==> config.mk <==
export PLATFORM = sky130hd
export DESIGN_NAME = simdIssueInterlock
export DESIGN_NICKNAME = d
export VERILOG_FILES = /design/src/rtl/simdIlkPkg.sv /design/src/rtl/simdIlkScbd.sv /design/src/rtl/simdIlkCtrl.sv /design/src/rtl/simdIssueInterlock.sv
export SDC_FILE = /design/constraint.sdc
export NUM_CORES = 1
export LEC_CHECK = 0
export BUFFER_PORTS_ARGS = -buffer_cell sky130_fd_sc_hd__buf_2
export CAP_MARGIN = 20
export CORE_ASPECT_RATIO = 0.9
export CORE_MARGIN = 1.5
export CORE_UTILIZATION = 35
export DETAILED_ROUTE_END_ITERATION = 7
export PLACE_DENSITY = 0.58
export SETUP_SLACK_MARGIN = 0.1
export SYNTH_ARGS = -nofsm -noshare
export SYNTH_HDL_FRONTEND = slang
export SYNTH_SLANG_ARGS = --single-unit
export TNS_END_PERCENT = 5
==> constraint.sdc <==
create_clock -name clk -period 13 [get_ports clk]
set_input_delay 0.65 -clock clk [delete_from_list [all_inputs] [get_ports clk]]
set_output_delay 0.65 -clock clk [all_outputs]
set_load 0.05 [all_outputs]
==> src/rtl/simdIlkPkg.sv <==
package simdIlkPkg;

  typedef enum logic [2:0] {
    OP_ADD    = 3'd0,
    OP_MUL    = 3'd1,
    OP_UNARY  = 3'd2,
    OP_PAIR   = 3'd3,
    OP_SCALAR = 3'd4,
    OP_MAC    = 3'd5,
    OP_STEP   = 3'd6,
    OP_RSVD   = 3'd7
  } opClass_e;

  localparam int STG_W = 4;

  // pipeline stage numbers used by the interlock
  localparam logic [STG_W-1:0] NEED_EARLY = 4'd1;
  localparam logic [STG_W-1:0] NEED_NORM  = 4'd2;
  localparam logic [STG_W-1:0] NEED_ACC   = 4'd3;
  localparam logic [STG_W-1:0] RES_SHORT  = 4'd5;
  localparam logic [STG_W-1:0] RES_LONG   = 4'd9;

  typedef struct packed {
    logic issue;
    logic markMac;
    logic flush;
  } sbStrobe_t;

endpackage

==> src/rtl/simdIlkScbd.sv <==
module simdIlkScbd
  import simdIlkPkg::*;
#(
  parameter int NUM_DREGS = 32,
  parameter int AW        = $clog2(NUM_DREGS),
  parameter int GAP_CYC   = 4
) (
  input  logic                       clk,
  input  logic                       rstN,
  input  sbStrobe_t                  strobe,
  input  logic [AW-1:0]              dstAddr,
  input  logic [STG_W-1:0]           dstLat,
  input  logic [2:0][AW-1:0]         qAddr,
  input  logic [2:0][STG_W-1:0]      qNeed,
  input  logic [2:0]                 qUse,
  output logic [2:0]                 srcBlock,
  output logic                       orderBlock
);

  localparam int GW = $clog2(GAP_CYC + 1);

  logic [STG_W-1:0] rem    [NUM_DREGS];
  logic             macTag [NUM_DREGS];
  logic [NUM_DREGS-1:0] busyVec;
  logic [GW-1:0]    gap;

  // one countdown entry per D register
  for (genvar g = 0; g < NUM_DREGS; g++) begin : gEntry
    always_ff @(posedge clk or negedge rstN) begin
      if (!rstN) begin
        rem[g]    <= '0;
        macTag[g] <= 1'b0;
      end else if (strobe.flush) begin
        rem[g]    <= '0;
        macTag[g] <= 1'b0;
      end else if (strobe.issue && dstAddr == AW'(g)) begin
        rem[g]    <= dstLat - 1'b1;
        macTag[g] <= strobe.markMac;
      end else if (rem[g] != '0) begin
        rem[g]    <= rem[g] - 1'b1;
      end
    end
    assign busyVec[g] = (rem[g] != '0);
  end

  // hazard query for the three possible source operands
  always_comb begin
    for (int k = 0; k < 3; k++) begin
      if (macTag[qAddr[k]])
        srcBlock[k] = qUse[k] && (rem[qAddr[k]] != '0);
      else
        srcBlock[k] = qUse[k] && (rem[qAddr[k]] > qNeed[k]);
    end
  end

  // ordering counter armed by multiply-accumulate beats
  always_ff @(posedge clk or negedge rstN) begin
    if (!rstN)
      gap <= '0;
    else if (strobe.flush)
      gap <= '0;
    else if (strobe.issue && strobe.markMac)
      gap <= GW'(GAP_CYC);
    else if (gap != '0)
      gap <= gap - 1'b1;
  end

  assign orderBlock = (gap != '0);

  assert_gap_armed_R7: assert property (@(posedge clk) disable iff (!rstN)
    (strobe.issue && strobe.markMac && !strobe.flush) |=> orderBlock);

  assert_mac_entry_R8: assert property (@(posedge clk) disable iff (!rstN)
    (strobe.issue && strobe.markMac && !strobe.flush) |=>
      (macTag[$past(dstAddr)] && rem[$past(dstAddr)] == RES_LONG - 1'b1));

  assert_flush_clears_R9: assert property (@(posedge clk) disable iff (!rstN)
    strobe.flush |=> (busyVec == '0 && !orderBlock));

endmodule

==> src/rtl/simdIlkCtrl.sv <==
module simdIlkCtrl
  import simdIlkPkg::*;
#(
  parameter int AW = 5
) (
  input  logic                  clk,
  input  logic                  rstN,
  input  logic                  flush,
  input  logic                  inValid,
  input  logic [2:0]            inClass,
  input  logic                  inQuad,
  input  logic [AW-1:0]         inSrcA,
  input  logic [AW-1:0]         inSrcB,
  input  logic [AW-1:0]         inSrcAcc,
  input  logic [AW-1:0]         inDst,
  input  logic [2:0]            srcBlock,
  input  logic                  orderBlock,
  output logic [2:0][AW-1:0]    qAddr,
  output logic [2:0][STG_W-1:0] qNeed,
  output logic [2:0]            qUse,
  output logic [AW-1:0]         dstAddr,
  output logic [STG_W-1:0]      dstLat,
  output sbStrobe_t             strobe,
  output logic                  inReady,
  output logic                  issue,
  output logic                  issueHigh,
  output logic                  stall
);

  opClass_e cls;
  logic     isQuad;
  logic     hiPending;
  logic     addMul;

  function automatic logic [AW-1:0] mapReg(input logic [AW-1:0] f,
                                           input logic quad,
                                           input logic high);
    return quad ? {f[AW-2:0], high} : f;
  endfunction

  always_comb begin
    cls    = opClass_e'(inClass);
    isQuad = inQuad && (cls != OP_PAIR);
    addMul = (cls == OP_ADD) || (cls == OP_MUL);

    qAddr[0] = mapReg(inSrcA, isQuad, hiPending);
    qAddr[1] = (cls == OP_SCALAR) ? inSrcB : mapReg(inSrcB, isQuad, hiPending);
    qAddr[2] = mapReg(inSrcAcc, isQuad, hiPending);
    dstAddr  = mapReg(inDst, isQuad, hiPending);

    qUse[0] = 1'b1;
    qUse[1] = (cls != OP_UNARY) && (cls != OP_RSVD);
    qUse[2] = (cls == OP_MAC);

    qNeed[0] = (cls == OP_PAIR) ? NEED_EARLY : NEED_NORM;
    qNeed[1] = (cls == OP_PAIR || cls == OP_SCALAR) ? NEED_EARLY : NEED_NORM;
    qNeed[2] = NEED_ACC;

    dstLat = (cls == OP_MAC || cls == OP_STEP) ? RES_LONG : RES_SHORT;

    issue   = inValid && !flush && (srcBlock == '0) && !(orderBlock && addMul);
    inReady = issue && (!isQuad || hiPending);
    stall   = inValid && !issue;

    strobe.issue   = issue;
    strobe.markMac = (cls == OP_MAC);
    strobe.flush   = flush;
  end

  always_ff @(posedge clk or negedge rstN) begin
    if (!rstN)
      hiPending <= 1'b0;
    else if (flush)
      hiPending <= 1'b0;
    else if (issue && isQuad)
      hiPending <= !hiPending;
  end

  assign issueHigh = hiPending;

  assert_low_then_high_R1: assert property (@(posedge clk) disable iff (!rstN)
    (issue && !inReady && !flush) |=> issueHigh);

  assert_high_completes_R1: assert property (@(posedge clk) disable iff (!rstN)
    (issue && issueHigh) |-> inReady);

  assert_gap_holds_addmul_R7: assert property (@(posedge clk) disable iff (!rstN)
    (orderBlock && addMul) |-> !issue);

endmodule

==> src/rtl/simdIssueInterlock.sv <==
module simdIssueInterlock
  import simdIlkPkg::*;
#(
  parameter int NUM_DREGS = 32,
  parameter int GAP_CYC   = 4,
  localparam int AW       = $clog2(NUM_DREGS)
) (
  input  logic          clk,
  input  logic          rstN,
  input  logic          flush,
  input  logic          inValid,
  input  logic [2:0]    inClass,
  input  logic          inQuad,
  input  logic [AW-1:0] inSrcA,
  input  logic [AW-1:0] inSrcB,
  input  logic [AW-1:0] inSrcAcc,
  input  logic [AW-1:0] inDst,
  output logic          inReady,
  output logic          issue,
  output logic          issueHigh,
  output logic          stall
);

  logic [2:0][AW-1:0]    qAddr;
  logic [2:0][STG_W-1:0] qNeed;
  logic [2:0]            qUse;
  logic [2:0]            srcBlock;
  logic                  orderBlock;
  logic [AW-1:0]         dstAddr;
  logic [STG_W-1:0]      dstLat;
  sbStrobe_t             strobe;

  simdIlkCtrl #(.AW(AW)) uCtrl (
    .clk(clk), .rstN(rstN), .flush(flush),
    .inValid(inValid), .inClass(inClass), .inQuad(inQuad),
    .inSrcA(inSrcA), .inSrcB(inSrcB), .inSrcAcc(inSrcAcc), .inDst(inDst),
    .srcBlock(srcBlock), .orderBlock(orderBlock),
    .qAddr(qAddr), .qNeed(qNeed), .qUse(qUse),
    .dstAddr(dstAddr), .dstLat(dstLat), .strobe(strobe),
    .inReady(inReady), .issue(issue), .issueHigh(issueHigh), .stall(stall)
  );

  simdIlkScbd #(.NUM_DREGS(NUM_DREGS), .AW(AW), .GAP_CYC(GAP_CYC)) uScbd (
    .clk(clk), .rstN(rstN), .strobe(strobe),
    .dstAddr(dstAddr), .dstLat(dstLat),
    .qAddr(qAddr), .qNeed(qNeed), .qUse(qUse),
    .srcBlock(srcBlock), .orderBlock(orderBlock)
  );

endmodule

==> reports/qor.yml, run 1 <==
hold_viol_final: 0
cp_slowest_stage_delay_ns: 0.79
power.density_mw_per_mm2: 194
io_pins: 32
io_buffer_count: 31
synth_seq_cells: 164
placeableCoreArea_mm2: 0.0384
nets: 1695
floorplan.die_area_mm2: 0.0402
fmax_ghz: 0.141
synth_ff_type: "dfrtp_1"
chipWidth_um: 211
grt_pass1_wl_um: 78500
cp_slowest_cell: "o2111a_1"
rsz0062_at_grt: "no"
maxCapViolations: 0
ys_seq_area_frac: 0.301
placed_cell_area_mm2: 0.0142
netlist_top_cells_area: "dfrtp_1 (30%), mux2i_1 (8.1%), nand2_1 (7.2%)"
drtIter0Drc: 1812
path_cells: "buf_2 > nand4b_1 > o2111a_1 > nand2_1 > o21ai_0 > a22oi_1 > nor3b_1 > or4_4 > inv_1 > ha_1 > nor2b_1 > o21ai_0 > nor4_1 > a211o_1 > a221o_4 > buf_4 > nor2_2 > buf_2"
hpwl_um: 37500
cts.sinks: 164
layoutNonFillerInstCount: 2168
maxSlewHeadroom: 0.230
synthTopCellsByCount: "nand2_1 (263), dfrtp_1 (164), o21ai_0 (126), mux2i_1 (110), nor3_1 (106)"
synth_cells: 1643
critPathKind: "in2out"
critPathLaunchType: "input port"
finalSetupTns_ns: 0
fp.dieH_um: 190
rows: 68
power_leakage_nw: 5.94
grt_antenna_before_repair: 1
period_needed_ns: 7.08
drive_gt1_frac: 0.107
post_cts_buffers: 0
synth-edff-count: 0
clkLatencyLatePin_ns: 0.48
grt-ovfl-total: 0
num_vias: 13300
worst_pin_slew_ns: 1.15
ant_nets: 0
synth_top_area_frac: 0.301
cts_resized: 0
yosys_warnings: 0
gp_congestion: 1.03
tritoncts: "yes"
drc: 0
crit_fanout: 28
critPathRequiredTime_ns: 12.35
vdd_drop_max_uv: 92.7
final_max_slew_viol_count: 0
drt_pass1_iterations: 6
yosys.cell_count.top_type: "nand2_1"
start_util: 0.356
hold_class: "in2async"
yosysTopAreaCell: "dfrtp_1"
syn_area_mm2: 0.0137
dp.cells: 2134
wirelength_um: 51800
path_delay_family: "compound AO/OA/AOI/OAI gates"
endpoint_kind: "output port"
clk_pin_slew_worst_paths_ns: 0.07
ys_types: 91
fin_area_mm2: 0.0147
clock_path_buffers: 2
htree_levels: 4
synth.avg_cell_area_um2: 8.31
numCtsBuffers: 17
period_share: 0.545
fin_skew_ns: 0.0156
cts_root_buf: "clkbuf_16"
async_reset_ff_frac: 1.00
holdWs_ns: 0.328
viasPerCell: 6.13
track_usage: 0.261
wire_per_inst_um: 23.9
synthesis.nets: 1709
grt_max_degree: 106
crit_buf_inv: 4
area_growth_pct: 8.03
postCtsHoldBufs: 0
outcome: "finished clean"
cp.arrival_ns: 6.43
grt_pass1_vias: 12200
setup_viol: 0
==> power by group <==
part	total [mW]	switching (mW)	internal [mW]
clock network	0.494	0.245	0.250
logic	1.49	0.924	0.564
registers	0.885	0.224	0.660
==> flip-flops by register name, summed over array words and instances, names as in the netlist <==
name and count:
uCtrl.issueHigh 1, uScbd.gap 3, uScbd.macTag 32, uScbd.rem 128
==> per-stage QoR <==
| stage | setup WS [ns] | power, mW | util |
|---|---|---|---|
| after CTS | 6.10 | 2.83 | 0.384 |
| final | 5.92 | 2.87 | 0.384 |
| after global routing | 5.70 | 3.08 | 0.384 |
| after floorplan | 6.94 | 1.93 | - |
| after global placement | 6.14 | 2.30 | 0.369 |
| after detailed placement | 6.10 | 2.33 | 0.369 |
==> worst paths after layout <==
check	from	end	cells after the start	slack (ns)
worst max-delay path	inQuad	issue	18	5.92
worst min-delay path	rstN	uScbd.rem[126]	1	0.33
worst max register to register	uCtrl.issueHigh	uScbd.rem[59]	17	6.67
worst min register to register	uScbd.rem[28]	uScbd.rem[28]	2	0.61
max in group asynchronous	rstN	uScbd.rem[60]	2	11.25
min in group clk	uScbd.rem[28]	uScbd.rem[28]	2	0.61
==> area by class of cell <==
cell class                 count  area (um^2)
timing repair buffer          56          372
fill                        3936        23600
clock inverter                14          120
multi-input combinational   1300         8720
tap                          525          657
inverter                      90          338
clock buffer                  18          429
sequential                   164         4100
antenna                        1         2.50
==> placed cells by master, fill, tap and decap left out, types with 9 or more instances in the layout <==
cell type	instances
inv_1	88
and3_1	18
nor2_1	101
a311oi_1	11
a22oi_1	9
o221ai_1	10
mux2_4	10
dfrtp_1	164
mux2i_1	110
nor4_4	29
clkbuf_16	17
and2_1	10
buf_2	29
nand2_1	262
o211ai_1	19
or3_1	33
nor3_1	106
ha_1	38
a211oi_1	18
nand3_1	52
o22ai_1	11
buf_4	25
a21oi_1	103
xnor2_1	33
mux2_1	18
o21ai_0	126
==> layer usage <==
metal  GRT usage  part of all wire
met4      0.0896             0.029
met1       0.381              0.45
met5           0                 0
met2       0.375              0.41
met3      0.0580              0.11
==> cells by family after synthesis <==
kind of cell    Yosys count  share of synthesized area
xor+xnor                 34                     0.0218
flops                   164                      0.301
mux                     150                      0.120
buf+inv                 179                     0.0623
fa+ha+maj                38                     0.0348
simple gates            676                      0.270
compound gates          402                      0.191
Power figures use the tool's default switching activity.
==> run 2: changes to the inputs <==
- ABC_AREA: not set -> 1
- PLACE_DENSITY: 0.58 -> 0.59
- clock period: 13 -> 5.9 ns (I/O delays scaled with it)
==> run 2 against run 1 <==
  * Synthesized cell count grew 25%
  * Combinational power increased by 130%
  * Setup slack worse by 4.9 ns
  * Sequential power grew 100%
  * Design area is 1.1% lower
  * Area after synthesis is 0.88% lower
  * Global-route usage shrank 3.1 points
  * Highest routed layer unchanged
  * Critical endpoint is now inReady
  * Via count grew 2.6%
  * Sequential share of layout area rose by 0.31 points
==> reports/qor.yml, run 2 <==
cts.sinks: 164  # unchanged
start_util: 0.354  # -0.00156
nets: 2100  # +24%
htree_levels: 4  # unchanged
synth_adder_area_share: 0.0351  # +0.000309
rrSetupSlack_ns: 1.52  # -5.15 ns
clock_path_buffers: 2  # unchanged
ant_nets: 0  # unchanged
synth.avg_cell_area_um2: 6.60  # -21%
grt_antenna_before_repair: 0  # -1
period_needed_ns: 4.83
setup_viol: 0  # unchanged
clk_pin_slew_worst_paths_ns: 0.07  # about the same
power.density_mw_per_mm2: 433  # +120%
hpwl_um: 31900  # -15%
synth_seq_cells: 164  # unchanged
crit_fanout: 32  # +14%
synth_compound_area_frac: 0.0823  # -0.109
synthTopCellsByCount: "nand2_1 (663), nand3_1 (292), nor2_1 (208), inv_1 (175), dfrtp_1 (164)"
synth-edff-count: 0  # unchanged
endpoint_kind: "output port"
post_cts_buffers: 0  # unchanged
largest_register_ffs: 128  # unchanged
clkLatencyLatePin_ns: 0.46  # -0.02 ns
synth_xor_xnor_area_share: 0.0421  # +0.0203
wirelength_um: 44800  # -14%
critPathLaunchType: "register"
cp.arrival_ns: 4.54  # -1.89 ns
cp-startpoint: "uCtrl.issueHigh"
ys_types: 32  # -65%
placeableCoreArea_mm2: 0.0382  # -0.44%
diodes: 0  # -1
hold_class: "in2reg"
num_vias: 13600  # +2.6%
drtIter0Drc: 1443  # -20%
io_buffer_count: 31  # unchanged
synth_cells: 2049  # +25%
wire_per_inst_um: 17.7  # -26%
yosys.cell_count.top_type: "nand2_1"
track_usage: 0.230  # -0.0307
cts_root_buf: "clkbuf_16"
yosys_warnings: 0  # unchanged
ys_seq_area_frac: 0.303  # +0.00267
yosysTopAreaCell: "dfrtp_1"
drive_gt1_frac: 0.0777  # -0.0295
viasPerCell: 5.38  # -12%
async_reset_ff_frac: 1.00  # unchanged
chipWidth_um: 210  # -0.43%
top_regs: "uScbd.rem (128), uScbd.macTag (32), uScbd.gap (3)"
gp_congestion: 0.969  # -6.0%
finalSetupTns_ns: 0  # unchanged
grt_pass1_wl_um: 71300  # -9.2%
synthesis.nets: 2115  # +24%
final_cell_mix: "nand2_1 (661), nand3_1 (292), nor2_1 (207)"
outcome: "finished clean"
hold_viol_final: 0  # unchanged
final_max_slew_viol_count: 0  # unchanged
fin_skew_ns: 0.0154  # -0.000182 ns
synth_mux_area_frac: 0  # -0.120
netlist_top_cells_area: "dfrtp_1 (30%), nand2_1 (18%), nand3_1 (11%)"
grt_max_degree: 64  # -40%
critPathRequiredTime_ns: 5.61  # -6.74 ns
cts_resized: 0  # unchanged
drt_pass1_iterations: 8  # +2
fmax_ghz: 0.207
p_total_mw: 6.31  # +120%
min_from: "flush"
floorplan.die_area_mm2: 0.0398  # -0.86%
maxSlewHeadroom: 0.365  # +0.135
top_register: "uScbd.rem"
final_common_cell: "nand2_1"
final_core_util: 0.382  # -0.00251
critPathKind: "reg2out"
synth_top_family_by_area: "simple AND/OR/NAND/NOR gates"
synth_ff_type: "dfrtp_1"
grt-ovfl-total: 0  # unchanged
numCtsBuffers: 17  # unchanged
area_growth_pct: 7.80
synth-simple-area-share: 0.446  # +0.176
drc: 0  # unchanged
r2r-start: "uCtrl.issueHigh"
grt_pass1_vias: 12700  # +4.0%
vdd_drop_max_uv: 254  # +170%
fin_ws_ns: 1.07  # -4.85 ns
maxCapViolations: 0  # unchanged
syn_area_mm2: 0.0135  # -0.88%
power_leakage_nw: 7.09  # +19%
io_pins: 32  # unchanged
fp.dieH_um: 190  # -0.43%
period_share: 0.819
worst_pin_slew_ns: 0.950  # -0.195 ns
synth_top_area_frac: 0.303  # +0.00267
pre_cts_ws_ns: 1.04  # -5.06 ns
tritoncts: "yes"
rsz0062_at_grt: "no"
holdWs_ns: 0.0568  # -0.271 ns
postCtsHoldBufs: 1  # +1
rows: 68  # unchanged
-- run 2: cell types whose count changed after synthesis, sizes merged, moves of 33 or more --
cell   delta
or3      -33
nand2   +403
inv      +90
mux2i   -110
nor3     -80
nor2    +102
mux2     -36
nand4    +61
a21oi    -62
nand3   +273
-- run 2: stage by stage --
stage,cells,area [um^2]
final,2537,14600
after global routing,2537,14600
after CTS,2536,14600
after detailed placement,2503,14000
after global placement,2503,14000
after floorplan,2049,13500
-- run 2: kinds of logic after synthesis --
logic type      after synthesis
simple gates               1314
compound gates              195
fa+ha+maj                    38
flops                       164
buf+inv                     273
xor+xnor                     65
-- run 2: final cells by class --
class	count	area (um^2)
Fill cell	4050	23600
Multi-Input combinational cell	1612	8200
Sequential cell	164	4100
Inverter	180	677
Tap cell	490	613
Clock buffer	19	443
Timing Repair Buffer	59	424
Clock inverter	13	125
-- run 2: final timing paths --
| path | cells after the start | end |
|---|---|---|
| hold reg to reg | 2 | uScbd.rem[52] |
| hold / removal | 2 | uScbd.gap[2] |
| setup reg to reg | 25 | uScbd.rem[70] |
| max in group asynchronous | 3 | uScbd.rem[115] |
| min in group asynchronous | 2 | uScbd.rem[6] |
| setup / recovery | 23 | inReady |
-- run 2: metal layers --
metal	vias up	wire length (um)	track usage
li1	6679	-	-
met1	6363	21000	0.331
met2	540	18900	0.342
met3	60	3980	0.0550
met4	0	1020	0.0642
met5	-	0	0
-- run 2: power by group --
part	switching (mW)	internal [mW]	leakage, nW	total (mW)
logic	2.12	1.27	4.65	3.39
clock network	0.547	0.599	0.268	1.15
registers	0.333	1.44	2.17	1.77
total	3.00	3.31	7.09	6.31
-- run 2: worst max-delay path, cell delays in order (launching register included) --
cell and delay (ns):
dfrtp_1 0.41, inv_1 0.15, nand4_1 0.22, nand2_2 0.43
buf_4 0.31, nand2_1 0.08, nand3_1 0.12, nand3_1 0.09
nand3_1 0.18, nand2_1 0.07, nand2_1 0.10, nand2_1 0.08
inv_1 0.06, ha_1 0.24, a21oi_1 0.16, a21oi_1 0.06
nand3_1 0.07, nand2_1 0.05, inv_1 0.04, nand2_1 0.08
nand2_4 0.45, nand2_1 0.15, a21oi_1 0.16, buf_2 0.28
